## src/rtl/dt_exec.sv

```systemverilog
module dt_exec #(
  parameter logic [15:0] RESET_PC = 16'h0000
) (
  input  logic        clk,
  input  logic        rst_n,
  input  logic [7:0]  mem_rdata,
  output logic [15:0] mem_addr,
  output logic [7:0]  mem_wdata,
  output logic        mem_we,
  output logic        done,
  output logic [1:0]  last_mcycles,
  output logic [3:0]  last_states,
  output logic        illegal,
  output logic        halted,
  output logic [15:0] pc,
  output logic [15:0] sp
);
  localparam logic [2:0] MEMSEL = 3'b110;

  typedef enum logic [2:0] {FETCH, DEC, EX, RDM, B2, REQ3, B3, STOP} st_t;
  st_t st;

  logic [7:0] ir;
  logic [7:0] rf [0:7];

  wire [2:0] d  = ir[5:3];
  wire [2:0] s  = ir[2:0];
  wire [1:0] rp = ir[5:4];
  wire [15:0] hl = {rf[4], rf[5]};

  wire is_mov = ir[7:6] == 2'b01;
  wire is_hlt = ir == 8'h76;
  wire mov_rr = is_mov && d != MEMSEL && s != MEMSEL;
  wire mov_rm = is_mov && s == MEMSEL && d != MEMSEL;
  wire mov_mr = is_mov && d == MEMSEL && s != MEMSEL;
  wire is_mvi = ir[7:6] == 2'b00 && s == MEMSEL;
  wire mvi_m  = is_mvi && d == MEMSEL;
  wire is_lxi = ir[7:6] == 2'b00 && ir[3:0] == 4'b0001;
  wire is_bad = !(mov_rr || mov_rm || mov_mr || is_mvi || is_lxi || is_hlt);

  assign mem_we    = (st == EX && mov_mr) || (st == B2 && mvi_m);
  assign mem_addr  = ((st == EX && (mov_mr || mov_rm)) || (st == B2 && mvi_m)) ? hl : pc;
  assign mem_wdata = (st == B2) ? mem_rdata : rf[s];

  logic       fin, fin_bad;
  logic [1:0] fin_mc;
  logic [3:0] fin_st;

  always_comb begin
    fin = 1'b0; fin_bad = 1'b0; fin_mc = 2'd0; fin_st = 4'd0;
    case (st)
      EX: begin
        if (mov_rr)      begin fin = 1'b1; fin_mc = 2'd1; fin_st = 4'd5; end
        else if (mov_mr) begin fin = 1'b1; fin_mc = 2'd2; fin_st = 4'd7; end
        else if (is_bad) begin fin = 1'b1; fin_bad = 1'b1; fin_mc = 2'd1; fin_st = 4'd4; end
      end
      RDM: begin fin = 1'b1; fin_mc = 2'd2; fin_st = 4'd7; end
      B2: if (is_mvi) begin
        fin = 1'b1;
        fin_mc = mvi_m ? 2'd3 : 2'd2;
        fin_st = mvi_m ? 4'd10 : 4'd7;
      end
      B3: begin fin = 1'b1; fin_mc = 2'd3; fin_st = 4'd10; end
      default: ;
    endcase
  end

  always_ff @(posedge clk) begin
    if (!rst_n) begin
      st <= FETCH; ir <= 8'h00; pc <= RESET_PC; sp <= 16'h0000;
      done <= 1'b0; illegal <= 1'b0; halted <= 1'b0;
      last_mcycles <= 2'd0; last_states <= 4'd0;
      for (int i = 0; i < 8; i++) rf[i] <= 8'h00;
    end else begin
      done <= fin;
      if (fin) begin
        last_mcycles <= fin_mc; last_states <= fin_st; illegal <= fin_bad;
      end
      case (st)
        FETCH: st <= DEC;
        DEC: begin ir <= mem_rdata; pc <= pc + 16'd1; st <= EX; end
        EX: begin
          st <= FETCH;
          if (mov_rr) rf[d] <= rf[s];
          if (mov_rm) st <= RDM;
          if (is_mvi || is_lxi) st <= B2;
          if (is_hlt) begin halted <= 1'b1; st <= STOP; end
        end
        RDM: begin rf[d] <= mem_rdata; st <= FETCH; end
        B2: begin
          pc <= pc + 16'd1;
          st <= FETCH;
          if (is_mvi && !mvi_m) rf[d] <= mem_rdata;
          if (is_lxi) begin
            st <= REQ3;
            if (rp == 2'b11) sp[7:0] <= mem_rdata;
            else rf[{rp, 1'b1}] <= mem_rdata;
          end
        end
        REQ3: st <= B3;
        B3: begin
          pc <= pc + 16'd1;
          st <= FETCH;
          if (rp == 2'b11) sp[15:8] <= mem_rdata;
          else rf[{rp, 1'b0}] <= mem_rdata;
        end
        default: st <= STOP;
      endcase
    end
  end

  a_r3_write_at_hl: assert property (@(posedge clk) disable iff (!rst_n)
    mem_we |-> mem_addr == {rf[4], rf[5]});
  a_r10_halt_holds: assert property (@(posedge clk) disable iff (!rst_n)
    halted |=> halted && !mem_we && $stable(pc) && $stable(sp));
  a_r9_illegal_timing: assert property (@(posedge clk) disable iff (!rst_n)
    done && illegal |-> last_mcycles == 2'd1 && last_states == 4'd4);
  a_r12_done_pulse: assert property (@(posedge clk) disable iff (!rst_n)
    done |=> !done);
  a_r12_legal_timing: assert property (@(posedge clk) disable iff (!rst_n)
    done && !illegal |-> (last_mcycles == 2'd1 && last_states == 4'd5) ||
                         (last_mcycles == 2'd2 && last_states == 4'd7) ||
                         (last_mcycles == 2'd3 && last_states == 4'd10));
endmodule

```

## config.mk

```make
export PLATFORM = sky130hd
export DESIGN_NAME = dt_exec
export DESIGN_NICKNAME = d
export VERILOG_FILES = /design/src/rtl/dt_exec.sv
export SDC_FILE = /design/constraint.sdc
export NUM_CORES = 1
export LEC_CHECK = 0
export ABC_AREA = 1
export BUFFER_PORTS_ARGS = -buffer_cell sky130_fd_sc_hd__buf_2
export CAP_MARGIN = 10
export CORE_ASPECT_RATIO = 1.1
export CORE_MARGIN = 3
export CORE_UTILIZATION = 45
export CTS_BUF_LIST = sky130_fd_sc_hd__clkbuf_4
export DETAILED_ROUTE_END_ITERATION = 16
export HOLD_SLACK_MARGIN = 0.02
export PLACE_DENSITY = 0.65
export SYNTH_ARGS = -nofsm -noshare
export SYNTH_HDL_FRONTEND = slang
export SYNTH_SLANG_ARGS = --single-unit
```

## constraint.sdc

```tcl
create_clock -name clk -period 1.9 [get_ports clk]
set_input_delay 0.19 -clock clk [delete_from_list [all_inputs] [get_ports clk]]
set_output_delay 0.19 -clock clk [all_outputs]
set_load 0.05 [all_outputs]
```

After elaboration in Yosys (flattened, before gate mapping)
Memories as Yosys holds them, arrays and structs flattened. A register that Yosys moved wholly into a read port is not among the register bits.
Cells that the tools add are included.
{"block": "word_totals", "regBits": 52, "ram_bits": 64, "inputBits": 10, "output_inout_bits": 66, "elab_cells": 121, "memories": 1}
{"name": "rf", "depth": 8, "word_bits": 8, "rd": 3, "rd_ports_with_merged_regs": 1, "write_ports": 8, "line": "24", "rtl": "logic [7:0] rf [0:7];"}
{"block": "op_classes", "add_sub_neg": 1, "eq_ne": 14, "n_mux": 60, "bitwise": 2, "n_reduce_logical": 33}
{"operator": "2-to-1 mux 8 bit", "count": 6}
{"operator": "2-to-1 mux 3 bit", "count": 11}
{"operator": "2-to-1 mux 1 bit", "count": 32}
{"operator": "OR reduction 8 bit", "count": 3}
{"operator": "case mux 3 bit (6 select lines)", "count": 1}
{"operator": "adder 16 x 1 -> 16 bit, second input constant", "count": 1}
{"operator": "2-to-1 mux 16 bit", "count": 1}
{"operator": "case mux 4 bit (4 select lines)", "count": 1}
{"operator": "== test 3 bit, second input constant", "count": 5}
{"operator": "logical AND 1 bit", "count": 13}
{"operator": "logical OR 1 bit", "count": 9}
{"operator": "== test 8 x 7 -> 1 bit, second input constant", "count": 1}
{"operator": "2-to-1 mux 2 bit", "count": 4}
{"operator": "2-to-1 mux 4 bit", "count": 2}
{"operator": "case mux 2 bit (4 select lines)", "count": 1}
{"operator": "== test 3 x 2 -> 1 bit, second input constant", "count": 2}
{"operator": "inequality test 3 bit, second input constant", "count": 2}
{"operator": "== test 4 x 1 -> 1 bit, second input constant", "count": 1}
{"operator": "AND reduction 2 bit", "count": 2}
{"operator": "== test 3 x 1 -> 1 bit, second input constant", "count": 1}
{"operator": "zero test 3 bit", "count": 1}
{"operator": "case mux 1 bit (3 select lines)", "count": 1}
{"operator": "AND reduction 3 bit", "count": 1}
{"operator": "OR reduction 3 bit", "count": 1}
{"operator": "other kinds (6)", "count": 7}

Longest topological paths before layout
{"block": "logic_depth", "word_depth": 14, "ltp_mapped": 13, "ltp_nobuf": 11}

Least setup slack after synthesis
OpenSTA, ideal clock, no wires.
{"block": "synth_path", "path_type": "register to output", "startpoint": "register st[2]", "endpoint": "output mem_we", "arrival_time_ps": 1935, "t_required_ps": 1710, "slack_ps": -225, "stages_incl_launch_ff": 6, "n_path_buf": 0, "cell_sequence": "dfxtp_1 > inv_2 > nand3_1 > inv_1 > nand2_1 > o21ai_0"}
{"block": "synth_via", "elab_chain_cells": 3, "elab_cells_between_ends": 5, "cone_classes": "eq/ne: 2; reduce/logical: 3"}
{"element": "start: declaration", "line": "21", "rtl": "st_t st;"}
{"element": "start signal: assignment", "line": "70", "rtl": "st <= FETCH; ir <= 8'h00; pc <= RESET_PC; sp <= 16'h0000;"}
{"element": "start signal: assignment", "line": "80", "rtl": "FETCH: st <= DEC;"}
{"element": "start signal: assignment", "line": "81", "rtl": "DEC: begin ir <= mem_rdata; pc <= pc + 16'd1; st <= EX; end"}
{"element": "== test 3 x 2 -> 1 bit or == test 3 bit (tied branches)", "line": "41", "rtl": "assign mem_we = (st == EX && mov_mr) || (st == B2 && mvi_m);"}
{"element": "logical AND 1 bit", "line": "41"}
{"element": "logical OR 1 bit (*)", "line": "41"}
{"element": "end: declaration", "line": "9", "rtl": "output logic mem_we,"}
Every way passes the cells marked *; elsewhere a longest branch is shown, timed or not.

Final worst setup path
{"block": "layout_path", "startpoint": "register ir[7]", "endpoint": "output mem_addr[4]"}
{"block": "layout_via", "elab_chain_cells": 7, "elab_cells_between_ends": 13, "cone_classes": "eq/ne: 1; mux: 1; reduce/logical: 11"}
{"element": "start: declaration", "line": "23", "rtl": "logic [7:0] ir;"}
{"element": "start signal: assignment", "line": "70"}
{"element": "start signal: assignment", "line": "81"}
{"element": "== test 2 x 1 -> 1 bit", "line": "31", "rtl": "wire is_mov = ir[7:6] == 2'b01;"}
{"element": "logical AND 1 bit (on tied branches) (2 in a row)", "line": "35, 34"}
{"element": "logical OR 1 bit", "line": "42", "rtl": "assign mem_addr = ((st == EX && (mov_mr || mov_rm)) || (st == B2 && mvi_m)) ? hl : pc;"}
{"element": "logical AND 1 bit", "line": "42"}
{"element": "logical OR 1 bit (*)", "line": "42"}
{"element": "2-to-1 mux 16 bit (*)", "line": "42"}
{"element": "end: declaration", "line": "7", "rtl": "output logic [15:0] mem_addr,"}
Marks and branches as above.

==> qor.yml <==
logic_synthesis:
  synth.distinct_cells: 37
  synth_edf_count: 64
  syn_area_mm2: 0.00652
  synthCells: 915
  ys_ff_latch: 118
  synth.area.top_cells: "edfxtp_1 (29%), nand2_1 (23%), dfxtp_1 (17%), nor2_1 (6.7%), nand3_1 (4.5%)"
  synth_area_leader_cell: "edfxtp_1"
  synthTopCellsByCount: "nand2_1 (393), nor2_1 (117), edfxtp_1 (64)"
  yosysMostFrequentCell: "nand2_1"
  async_flop_share_pct: 0
  synth_top_area_share_pct: 29.5
  ys.flop_type: "edfxtp_1"
  synth_seq_area_share_pct: 46.1
  yosysWarnings: 0
  synth_fp_nets: 926
  avgSynthCellArea_um2: 7.13
timing:
  final-hold-violation-count: 0
  slew_violations: 0
  worst_slew_pin_slew_ns: 0.441
  fin_tns_setup_ns: -12.64
  whs_ns: 0.0655
  finalCritPeriodShare_pct: 118
  finalCriticalPeriod_ns: 2.24
  clock_skew_ns: 0.0190
  fin_ws_ns: -0.341
  relSlewSlack_pct: 70.5
  final-setup-viol-count: 121
  fmax_ghz: 0.446
  rsz0062_at_grt: "yes"
worst_setup_path:
  regToRegStartpoint: "ir[1]"
  worstPathArrival_ns: 2.05
  r2r_slack_ns: -0.12
  reg2regPathDepth: 14
  required_ns: 1.71
  critPathLaunchType: "flop"
  path_max_fanout: 8
  timing.rr.end: "rf[3][4]"
  end_kind: "primary output"
  critPathKind: "flop to primary output"
die:
  die_area_mm2: 0.0160
  dieWidth_um: 121
  row_count: 45
  start_util_pct: 46.5
  ios: 76
  coreArea_mm2: 0.0140
  fp.dieH_um: 132
hold_path:
  worstHoldEndpoint: "sp[4]"
  hold_depth: 3
  hp-start: "mem_rdata[4]"
  hp-class: "input port to flop"
finish:
  fin_cells: 1272
  nets: 1081
  syn_to_final_growth_pct: 40.0
  final_area_mm2: 0.00913
  drive_gt1_share_pct: 35.5
clock_network:
  htree_levels: 4
  cts_buffers: 17
  clk_latency_ns: 0.56
  numClockSinks: 118
  cts_tree: "built"
  cts_buffer_depth: 2
  hold_buffers: 0
  path_clk_slew_ns: 0.10
  cts_root_buf: "clkbuf_4"
placement:
  placed_cells: 1209
  portBuffers: 75
  dp.final_hpwl_mm: 13.5
  postPlaceCellArea_mm2: 0.00763
  dp_slack_ns: -0.0165
  gp_congestion: 0.886
power:
  p_per_area_mw_per_mm2: 649
  leakage_nw: 4.19
  peakVddDrop_uv: 528
status:
  violations: "setup timing"
  status: "finished, violations left"
route:
  num_vias: 6550
  drt_iter0_drc: 676
  routed_wl_mm: 20.8
  drc_errors: 0
  viasPerCell: 5.15
  post_drt_wl_per_cell_um: 16.4
  ant_nets: 0
  first_pass_iters: 5
global_routing:
  grt.met2_usage_pct: 40.5
  grt_max_degree: 24
  grt_pass1_wl_mm: 32.0
  use_met3_pct: 5.15
  antenna_found_initial: 1
  grt_pass1_vias: 6085
  overflow: 0
  grt.total_usage_pct: 25.8
  busiest_layer: "met2"
  use_met1_pct: 35.7
flow_run:
  cap_violations: 0
==> metrics by stage <==
step / util (%) / power [mW]
final: 65.1 / 5.92
after global routing: 65.1 / 6.18
after CTS: 61.9 / 5.83
after detailed placement: 54.4 / 4.02
after global placement: 54.4 / 4.01
after floorplan: - / 3.61
==> area by class of cell <==
type | instances | area [um2]
repair buffers | 171 | 1590
clock buffers | 20 | 150
multi-input cells | 688 | 3750
diodes | 1 | 2.50
well taps | 188 | 235
flip-flops and latches | 118 | 3020
inverters | 74 | 287
fillers | 1173 | 4890
clock inverters | 12 | 88.8
==> cells by family (layout without fill, tap and decap cells) <==
| family | after synthesis | after routing | synth area share, % |
|---|---|---|---|
| AOI/OAI and AO/OA | 77 | 77 | 7.48 |
| xor gates and xnor gates | 3 | 3 | 0.403 |
| adders and majority gates | 1 | 1 | 0.192 |
| buffers and inverters | 110 | 277 | 7.02 |
| DFF | 118 | 118 | 46.1 |
| other | 0 | 1 | 0 |
| and+or+nand+nor | 606 | 607 | 38.8 |
==> power breakdown <==
group          internal [mW]  switching [mW]
logic                  0.500           0.930
registers               2.78          0.0751
clock network          0.669           0.970
total                   3.95            1.98
==> per-layer routing <==
layer  part of all wire [%]  wire length (um)
met4                    1.7               346
met1                     43              8880
met2                     48             10100
met3                    7.3              1520
met5                      0                 0
==> critical path, cell delays in order (launching register included) <==
cell and delay (ns):
dfxtp_1 0.41, inv_2 0.07, nand2_4 0.13, nor3_4 0.07
o21ai_4 0.21, buf_12 0.15, buf_12 0.14, nand3_2 0.08
nand2_2 0.09, buf_8 0.15
==> sequential cells by signal, indices dropped and copies added, names as in the netlist, named ones only <==
register and flops:
rf 64, pc 16, sp 16, ir 8, last_states 4, st 3
done 1, halted 1, illegal 1, last_mcycles 1
==> worst max-delay path by stage <==
stage / from / endpoint / slack [ns] / depth (start not counted)
after detailed placement: ir[7] / rf[3][3] / -0.02 / 8
after global routing: ir[1] / mem_addr[3] / -0.46 / 10
final: ir[7] / mem_addr[4] / -0.34 / 9
after CTS: ir[4] / mem_addr[2] / -0.36 / 10
after global placement: ir[6] / rf[3][0] / -0.0002 / 8
after floorplan: ir[2] / mem_we / 0.03 / 7
==> what timing repair did <==
action | in CTS | in global routing
buffers inserted | 24 | 8
cloned | 5 | 0
endpoints found under the setup margin | 44 | 144
pin swaps | 39 | 62
resized for setup | 149 | 130
==> placed cells by master (no fill, tap or decap), types with 14 or more instances in the layout <==
cell	instances
dfxtp_1	42
nand3_2	14
inv_1	56
buf_6	35
edfxtp_1	64
nor2_1	100
a21oi_1	27
o21ai_0	27
buf_4	58
nand3_1	39
nor2_2	14
clkbuf_4	20
buf_2	50
nand2_1	321
inv_2	17
buf_8	14
nand2_2	63
Note: power is estimated with default switching activity, not from simulation.
